$ cat src/rtl/sdac_pkg.sv
package sdac_pkg;
  localparam int unsigned PIN_CS  = 0;
  localparam int unsigned PIN_CLK = 1;
  localparam int unsigned PIN_SDI = 2;
  localparam int unsigned PIN_N   = 3;
  // select idles high, others low
  localparam logic [PIN_N-1:0] PIN_IDLE = 3'b001;
endpackage

$ cat src/rtl/sdac_sync.sv
module sdac_sync #(
  parameter int unsigned WIDTH  = 3,
  parameter int unsigned STAGES = 2,
  parameter logic [WIDTH-1:0] RST_VAL = '0
) (
  input  logic             clk_i,
  input  logic             rst_ni,
  input  logic [WIDTH-1:0] d_i,
  output logic [WIDTH-1:0] q_o
);
  logic [WIDTH-1:0] stg [STAGES];

  for (genvar s = 0; s < STAGES; s++) begin : g_stage
    if (s == 0) begin : g_first
      always_ff @(posedge clk_i or negedge rst_ni)
        if (!rst_ni) stg[s] <= RST_VAL;
        else         stg[s] <= d_i;
    end else begin : g_next
      always_ff @(posedge clk_i or negedge rst_ni)
        if (!rst_ni) stg[s] <= RST_VAL;
        else         stg[s] <= stg[s-1];
    end
  end

  assign q_o = stg[STAGES-1];
endmodule

$ cat src/rtl/sdac_edge.sv
module sdac_edge #(
  parameter int unsigned WIDTH = 3,
  parameter logic [WIDTH-1:0] RST_VAL = '0
) (
  input  logic             clk_i,
  input  logic             rst_ni,
  input  logic [WIDTH-1:0] lvl_i,
  output logic [WIDTH-1:0] prev_o,
  output logic [WIDTH-1:0] rise_o
);
  always_ff @(posedge clk_i or negedge rst_ni)
    if (!rst_ni) prev_o <= RST_VAL;
    else         prev_o <= lvl_i;

  assign rise_o = lvl_i & ~prev_o;
endmodule

$ cat src/rtl/sdac_shift.sv
module sdac_shift #(
  parameter int unsigned WIDTH = 16
) (
  input  logic             clk_i,
  input  logic             rst_ni,
  input  logic             shift_i,
  input  logic             bit_i,
  output logic [WIDTH-1:0] sr_o
);
  always_ff @(posedge clk_i or negedge rst_ni)
    if (!rst_ni)      sr_o <= '0;
    else if (shift_i) sr_o <= {sr_o[WIDTH-2:0], bit_i};
endmodule

$ cat src/rtl/sdac_hold.sv
module sdac_hold #(
  parameter int unsigned WIDTH = 16
) (
  input  logic             clk_i,
  input  logic             rst_ni,
  input  logic             load_i,
  input  logic [WIDTH-1:0] code_i,
  output logic [WIDTH-1:0] dac_o,
  output logic             upd_o
);
  always_ff @(posedge clk_i or negedge rst_ni)
    if (!rst_ni) begin
      dac_o <= '0;
      upd_o <= 1'b0;
    end else begin
      upd_o <= load_i;
      if (load_i) dac_o <= code_i;
    end
endmodule

$ cat src/rtl/sdac_loader.sv
module sdac_loader
  import sdac_pkg::*;
#(
  parameter int unsigned RES_BITS    = 16, // 16 or 14
  parameter int unsigned SYNC_STAGES = 2
) (
  input  logic                clk_i,
  input  logic                rst_ni,
  input  logic                cs_ni,
  input  logic                sclk_i,
  input  logic                sdi_i,
  output logic [RES_BITS-1:0] dac_o,
  output logic                upd_o
);
  logic [PIN_N-1:0]    pin_raw, pin_syn, pin_prev, pin_rise;
  logic                shift_en, cs_rise, cs_prev;
  logic [RES_BITS-1:0] sr_q;

  always_comb begin
    pin_raw          = '0;
    pin_raw[PIN_CS]  = cs_ni;
    pin_raw[PIN_CLK] = sclk_i;
    pin_raw[PIN_SDI] = sdi_i;
  end

  sdac_sync #(.WIDTH(PIN_N), .STAGES(SYNC_STAGES), .RST_VAL(PIN_IDLE)) i_sync (
    .clk_i, .rst_ni, .d_i(pin_raw), .q_o(pin_syn)
  );

  sdac_edge #(.WIDTH(PIN_N), .RST_VAL(PIN_IDLE)) i_edge (
    .clk_i, .rst_ni, .lvl_i(pin_syn), .prev_o(pin_prev), .rise_o(pin_rise)
  );

  assign cs_prev = pin_prev[PIN_CS];
  assign cs_rise = pin_rise[PIN_CS];
  // gate on the previous select sample so a coincident select rise still shifts
  assign shift_en = pin_rise[PIN_CLK] & ~cs_prev;

  sdac_shift #(.WIDTH(RES_BITS)) i_shift (
    .clk_i, .rst_ni, .shift_i(shift_en), .bit_i(pin_syn[PIN_SDI]), .sr_o(sr_q)
  );

  sdac_hold #(.WIDTH(RES_BITS)) i_hold (
    .clk_i, .rst_ni, .load_i(cs_rise), .code_i(sr_q), .dac_o, .upd_o
  );
endmodule

$ cat config.mk
export PLATFORM = sky130hd
export DESIGN_NAME = sdac_loader
export DESIGN_NICKNAME = d
export VERILOG_FILES = /design/src/rtl/sdac_pkg.sv /design/src/rtl/sdac_sync.sv /design/src/rtl/sdac_edge.sv /design/src/rtl/sdac_shift.sv /design/src/rtl/sdac_hold.sv /design/src/rtl/sdac_loader.sv
export SDC_FILE = /design/constraint.sdc
export NUM_CORES = 1
export LEC_CHECK = 0
export ABC_AREA = 1
export CAP_MARGIN = 10
export CORE_ASPECT_RATIO = 1.75
export CORE_UTILIZATION = 53
export CTS_CLUSTER_DIAMETER = 120
export DETAILED_ROUTE_END_ITERATION = 7
export DONT_BUFFER_PORTS = 1
export MAX_ROUTING_LAYER = met4
export PLACE_DENSITY = 0.68
export SYNTH_ARGS = -nofsm -noshare
export SYNTH_HDL_FRONTEND = slang
export SYNTH_SLANG_ARGS = --single-unit
export TNS_END_PERCENT = 10
$ cat constraint.sdc
create_clock -name clk_i -period 1.51 [get_ports clk_i]
set_clock_uncertainty 0.1 [all_clocks]
set_input_delay 0.0755 -clock clk_i [delete_from_list [all_inputs] [get_ports clk_i]]
set_output_delay 0.0755 -clock clk_i [all_outputs]
set_load 0.01 [all_outputs]
==> results of run 1 <==
## placed cells by master, fill, tap and decap left out
| master | instances |
|---|---|
| buf_12 | 1 |
| buf_4 | 2 |
| clkbuf_1 | 3 |
| clkbuf_8 | 5 |
| dfrtp_1 | 38 |
| dfstp_2 | 3 |
| dlygate4sd3_1 | 4 |
| inv_2 | 1 |
| inv_4 | 1 |
| inv_6 | 1 |
| nand2_1 | 80 |
| nand2_8 | 1 |
| nand3_4 | 1 |
| nand4_1 | 16 |
## where the power goes
group          switching [uW]  total (uW)  internal [uW]  leakage, uW
Sequential                118        1340           1220     0.000539
Combinational             111         179           67.7     0.000320
Clock                     334         662            328    0.0000395
## layer usage
layer	global-route usage (%)	vias to the layer above	share of wire (%)
li1	-	488	-
met1	22.48	486	43
met2	30.13	20	50
met3	7.371	6	4.6
met4	12.50	0	2.2
met5	-	-	0
## timing repair
action,in CTS,in global routing
setup endpoints to repair,0,0
buffers inserted,0,0
hold endpoints to repair,44,0
hold buffers,5,0
## worst paths after layout
kind	to	slack, ns	depth (start not counted)
hold / removal	i_shift.sr_o[2]	0.13	2
max in group asynchronous	i_edge.prev_o[0]	0.92	2
min in group clk_i	i_sync.stg[3]	0.23	1
hold reg to reg	i_sync.q_o[2]	0.25	0
setup reg to reg	i_hold.dac_o[6]	0.31	5
setup / recovery	i_hold.dac_o[6]	0.31	5
## sequential cells by signal (all words and copies together), names as in the netlist
name           flops
i_sync.q_o         3
i_sync.stg         3
i_shift.sr_o      16
i_hold.dac_o      16
i_hold.upd_o       1
i_edge.prev_o      2
## final cells by class
class	count	area, um2	share of cell area (%)
clock buffer	8	80.08	4.780
inverter	3	18.77	1.120
multi-input combinational	98	437.9	26.14
sequential	41	1030	61.46
tap	27	33.78	2.016
timing repair buffer	7	75.07	4.481
## worst reg2reg max path, delay by kind of cell, from the launching register on
| family | cells | cell delay (ns) |
|---|---|---|
| and+or+nand+nor | 3 | 0.26 |
| buffers and inverters | 2 | 0.19 |
| DFF | 1 | 0.54 |
## metrics by stage
stage / cells / utilization (%) / hold slack [ns] / area, um2
global route: 184 / 61.56 / 0.1563 / 1675
detailed placement: 171 / 56.41 / -0.3189 / 1535
finish: 184 / 61.56 / 0.1341 / 1675
CTS: 184 / 61.56 / 0.1329 / 1675
floorplan: 149 / - / -0.3201 / 1548
global placement: 171 / 56.41 / -0.3189 / 1535
## cells by family after synthesis
family | after synthesis | synth area share [%]
simple gates | 98 | 28.29
flops | 41 | 66.53
buf+inv | 10 | 5.173
==> impl_metrics.csv, run 1 <==
group,metric,value,unit
worst_setup_path,r2r-start,"i_edge.prev_o[0]",
job,max_cap_violations,0,
clocking,cts_buffer_depth,2,
finish,layout-drive-gt1-share,10.19,%
placement,gp_congestion,0.8098,
die,die_y,73.49,um
clocking,cts.clk_slew.worst_paths,0.07,ns
min_path,hold_class,"input port to asynchronous set/reset pin",
timing,fin_setup_tns,0,ns
worst_setup_path,start_kind,"flop",
die,core-area,2721,um2
global_routing,grtUsageTotal,20.11,%
timing,fmax,836.5,MHz
global_routing,first_global_vias,978,
yosys,synth-main-ff-cell,"dfrtp_1",
yosys,synth_edf_count,0,
worst_setup_path,cp.arrival,1.28,ns
global_routing,grt_overflow,0,
worst_setup_path,crit_buf_inv,2,
yosys,syn_inst,149,
timing,tightest_slew,0.2208,ns
global_routing,grt_pass1_wl,4388,um
clocking,clk_latency,0.29,ns
timing,relSlewSlack,85.28,%
yosys,avgSynthCellArea,10.39,um2
die,row_count,25,
worst_setup_path,crit_top_cell,"nand2_1",
finish,antennaDiodeCount,0,
timing,setup_violations,0,
detailed_routing,drc,0,
pwr,p_leak,0.0008988,uW
die,initial_core_util,56.87,%
finish,area_delta_synth_final,8.246,%
yosys,synth_common_cells,"80 x nand2_1, 38 x dfrtp_1, 16 x nand4_1",
placement,dp_hpwl,1604,um
yosys,ys_warn_count,0,
die,ioPinCount,22,
timing,slew_violations,0,
detailed_routing,ant_nets,0,
yosys,seq_area_frac_synth,66.53,%
placement,pre_cts_slack,0.3158,ns
yosys,synth_area_leader_cell,"dfrtp_1",
detailed_routing,vias_per_cell,5.435,
worst_setup_path,path_class,"flop to flop",
placement,port_buffers,0,
timing,rsz0062_at_grt,"false",
clocking,cts_made_buffers,5,
yosys,synth.area.top_cells,"dfrtp_1 61%, nand2_1 19%, nand4_1 6.5%",
timing,worst_slack,0.3145,ns
yosys,ys_ff_latch,41,
finish,fillers,229,
detailed_routing,vias,1000,
pwr,ir_worst_vdd,0.7795,mV
clocking,htreeDepth,2,
clocking,cts_tree,"done",
yosys,netlist.area_leader.share,61.44,%
worst_setup_path,worstPathCellList,"inv_4, nand2_8, inv_6, nand2_1, nand2_1",
global_routing,grt_antenna_before_repair,0,
timing,finalCriticalPeriod,1.195,ns
pwr,power.total,2180,uW
clocking,clockRootBuffer,"clkbuf_8",
die,die-area,3149,um2
worst_setup_path,crit_family,"flip-flops",
yosys,syn-num-nets,154,
worst_setup_path,end_kind,"flop",
worst_setup_path,path_max_fanout,18,
die,die_w,42.85,um
finish,final_nets,161,
worst_setup_path,worst_path_max_delay_cell,"dfstp_2",
clocking,cts.sinks,41,
worst_setup_path,crit_start,"i_edge.prev_o[0]",
global_routing,grt_max_degree,42,
yosys,yosysMostFrequentCell,"nand2_1",
worst_setup_path,required,1.59,ns
detailed_routing,wl_per_cell,13.36,um
detailed_routing,totalWireLength,2458,um
pwr,power.density,1301,nW/um2
yosys,netlist_area,1548,um2
worst_setup_path,cpPeakStageDelay,0.54,ns
timing,hold_viol,0,
clocking,cts_resized,0,
status,status,"completed",
yosys,ys_types,13,
detailed_routing,first_pass_iters,4,
detailed_routing,drtIter0Drc,20,
timing,finalCritPeriodShare,79.17,%
yosys,ys_async_sr_fraction,100.0,%
No activity file was read; power rests on OpenSTA's default activity.
==> run 2: changes to the inputs <==
- ABC_AREA: 1 -> 0
- clock period: 1.51 -> 1.25 ns (I/O delays scaled with it)
==> run 2 against run 1 <==
Effect of this change: the flow now finishes with violations (setup timing); synthesized cell count shrank 47%; flip-flop and latch count is the same; fmax shrank 14%; utilization grew 7.7 points; clock-buffer cell count shrank 1; hold slack lost 0.0019 ns; worst setup slack lost 0.45 ns.
==> impl_metrics.csv, run 2 <==
group,metric,value,unit
worst_setup_path,cp-endpoint,"i_hold.dac_o[2]",
worst_setup_path,crit_start,"i_edge.prev_o[0]",
timing,finalCritPeriodShare,110.9,%
pwr,sw_frac_of_total,24.45,%
yosys,syn_inst,79,
yosys,synth_compound_area_share,0,%
placement,dp.cells,103,
global_routing,grt_max_degree,42,
clocking,clockRootBuffer,"clkbuf_8",
finish,final_nets,96,
clocking,cts.clk_slew.worst_paths,0.07,ns
worst_setup_path,required,1.32,ns
timing,setup_violations,32,
min_path,hold_class,"input port to asynchronous set/reset pin",
die,die_y,71.35,um
finish,layout_commonest_cell,"dfrtp_1",
worst_setup_path,path_class,"flop to flop",
global_routing,grt_pass1_wl,3677,um
worst_setup_path,end_kind,"flop",
worst_setup_path,r2r-start,"i_edge.prev_o[0]",
yosys,netlist.area_leader.share,65.29,%
pwr,p_leak,0.0008841,uW
timing,finalCriticalPeriod,1.386,ns
yosys,ys_ff_latch,41,
yosys,ys_async_sr_fraction,100.0,%
timing,slew_violations,0,
yosys,synth_xor_area_share,0,%
yosys,netlist_area,1456,um2
detailed_routing,totalWireLength,2081,um
die,die-area,2970,um2
detailed_routing,first_pass_iters,2,
timing,hold_viol,0,
worst_setup_path,cp.arrival,1.46,ns
global_routing,grtUsageTotal,17.62,%
global_routing,grt_antenna_before_repair,0,
worst_setup_path,start_kind,"flop",
clocking,cts_tree,"done",
job,max_cap_violations,0,
detailed_routing,drc,0,
detailed_routing,vias,657,
timing,rsz0062_at_grt,"true",
clocking,clk_latency,0.29,ns
finish,antennaDiodeCount,0,
yosys,synth_top_family_by_area,"multiplexers",
clocking,htreeDepth,2,
placement,pre_cts_slack,-0.2119,ns
placement,dp_hpwl,1202,um
yosys,synth_mux_area_share,24.74,%
detailed_routing,wl_per_cell,17.64,um
die,row_count,24,
timing,relSlewSlack,86.09,%
placement,port_buffers,0,
finish,largest_registers,"i_hold.dac_o (16), i_shift.sr_o (16)",
status,violations,"setup timing",
finish,finalInstanceArea,1767,um2
detailed_routing,vias_per_cell,5.568,
pwr,power.density,1835,nW/um2
yosys,synth_common_cells,"38 x dfrtp_1, 32 x mux2_2, 3 x dfstp_2",
yosys,synth_simple_gate_area_share,1.718,%
worst_setup_path,timing.rr.end,"i_hold.dac_o[2]",
yosys,synth_area_leader_cell,"dfrtp_1",
clocking,cts_buffer_depth,2,
finish,fillers,162,
timing,tightest_slew,0.2087,ns
worst_setup_path,path_max_fanout,8,
placement,gp_congestion,0.6394,
finish,layout_common_cells,"38 x dfrtp_1, 23 x mux2_4, 9 x mux2_2, 7 x clkbuf_8",
worst_setup_path,worst-r2r-cell-count,3,
die,ioPinCount,22,
yosys,ys_types,8,
yosys,synth.area.top_cells,"dfrtp_1 65%, mux2_2 25%, dfstp_2 5.4%",
status,status,"finished with violations",
yosys,synthAdderAreaFrac,0,%
finish,seq_area,1030,um2
yosys,yosysMostFrequentCell,"dfrtp_1",
yosys,avgSynthCellArea,18.44,um2
die,die_w,41.63,um
clocking,cts.sinks,41,
detailed_routing,drtIter0Drc,12,
yosys,ys_warn_count,0,
pwr,clkPwrFrac,27.9,%
pwr,power_frac_seq,57.7,%
global_routing,grt_overflow,0,
pwr,power_frac_comb,14.4,%
yosys,syn-num-nets,84,
pwr,internal_power,2449,uW
finish,layout-drive-gt1-share,53.26,%
pwr,ir_worst_vdd,1.441,mV
detailed_routing,ant_nets,0,
timing,worst_slack,-0.1360,ns
die,core-area,2552,um2
yosys,seq_area_frac_synth,70.70,%
die,initial_core_util,57.06,%
yosys,synth_edf_count,0,
finish,area_delta_synth_final,21.31,%
timing,fmax,721.5,MHz
placement,dpl-instance-area,1520,um2
worst_setup_path,ff2ff_setup_slack,-0.14,ns
pwr,switchingPower,792.7,uW
global_routing,first_global_vias,750,
finish,finalNonFillerCells,118,
finish,multi_input_area,479.2,um2
yosys,synth-main-ff-cell,"dfrtp_1",
clocking,cts_made_buffers,5,
[run 2: changes by cell type in the layout (fill, tap and decap cells not counted), sizes merged, moves of 2 or more]
cell   change
nand2     -81
nand4     -16
mux2      +32
inv        -2
[run 2: worst min-delay path by stage]
| stage | to | startpoint | slack [ns] | cells past startpoint |
|---|---|---|---|---|
| finish | i_shift.sr_o[12] | rst_ni | 0.13 | 2 |
| floorplan | i_edge.prev_o[1] | rst_ni | -0.33 | 0 |
| detailed placement | i_hold.upd_o | rst_ni | -0.33 | 0 |
| CTS | i_edge.prev_o[1] | rst_ni | 0.13 | 2 |
| global placement | i_hold.upd_o | rst_ni | -0.33 | 0 |
| global route | i_shift.sr_o[12] | rst_ni | 0.13 | 2 |
[run 2: kinds of logic (layout without fill, tap and decap cells)]
group	after synthesis	count (layout)
AND/OR/NAND/NOR	2	2
multiplexers	32	32
flip-flops	41	41
buffers and inverters	4	17
[run 2: through the flow]
stage               power (uW)  TNS, ns  util (%)  hold slack, ns
floorplan                 2130   -4.052         -         -0.3331
global placement          2193   -3.509     59.56         -0.3324
detailed placement        2215   -4.326     59.56         -0.3323
CTS                       3244   -3.598     68.63          0.1310
global route              3421   -4.518     69.22          0.1335
finish                    3242   -3.475     69.22          0.1322
[run 2: metal layers]
metal  vias to the layer above  wire length, um  track usage [%]
li1                        292                -                -
met1                       341              896            20.18
met2                        19             1043            26.04
met3                         5               85            7.305
met4                         0               57            9.677
met5                         -                0                -
[run 2: layout make-up]
class                           count  area share, %
Clock inverter                      1         0.2833
Clock buffer                        7          5.453
Multi-Input combinational cell     34          27.12
Sequential cell                    41          58.29
Timing Repair Buffer                8          6.799
Tap cell                           26          1.841
Inverter                            1         0.2125
[run 2: worst max-delay path: stages, from the launching register on]
cell	delay [ns]
dfstp_2	0.56
nand2b_4	0.16
buf_12	0.14
mux2_4	0.30
[run 2: what timing repair did]
item,CTS,global route
setup buffers,2,0
pin swaps,0,0
gates cloned,0,0
hold buffers,5,0
gates resized for setup,8,4
hold endpoints to repair,44,0
endpoints found under the setup margin,32,32
[run 2: power groups by stage]
stage / logic, uW / clock network (uW) / registers (uW)
after floorplan: 308 / 0 / 1820
after global placement: 314 / 0 / 1880
after detailed placement: 326 / 0 / 1890
final: 466 / 905 / 1870
after CTS: 433 / 942 / 1870
after global routing: 504 / 1000 / 1910
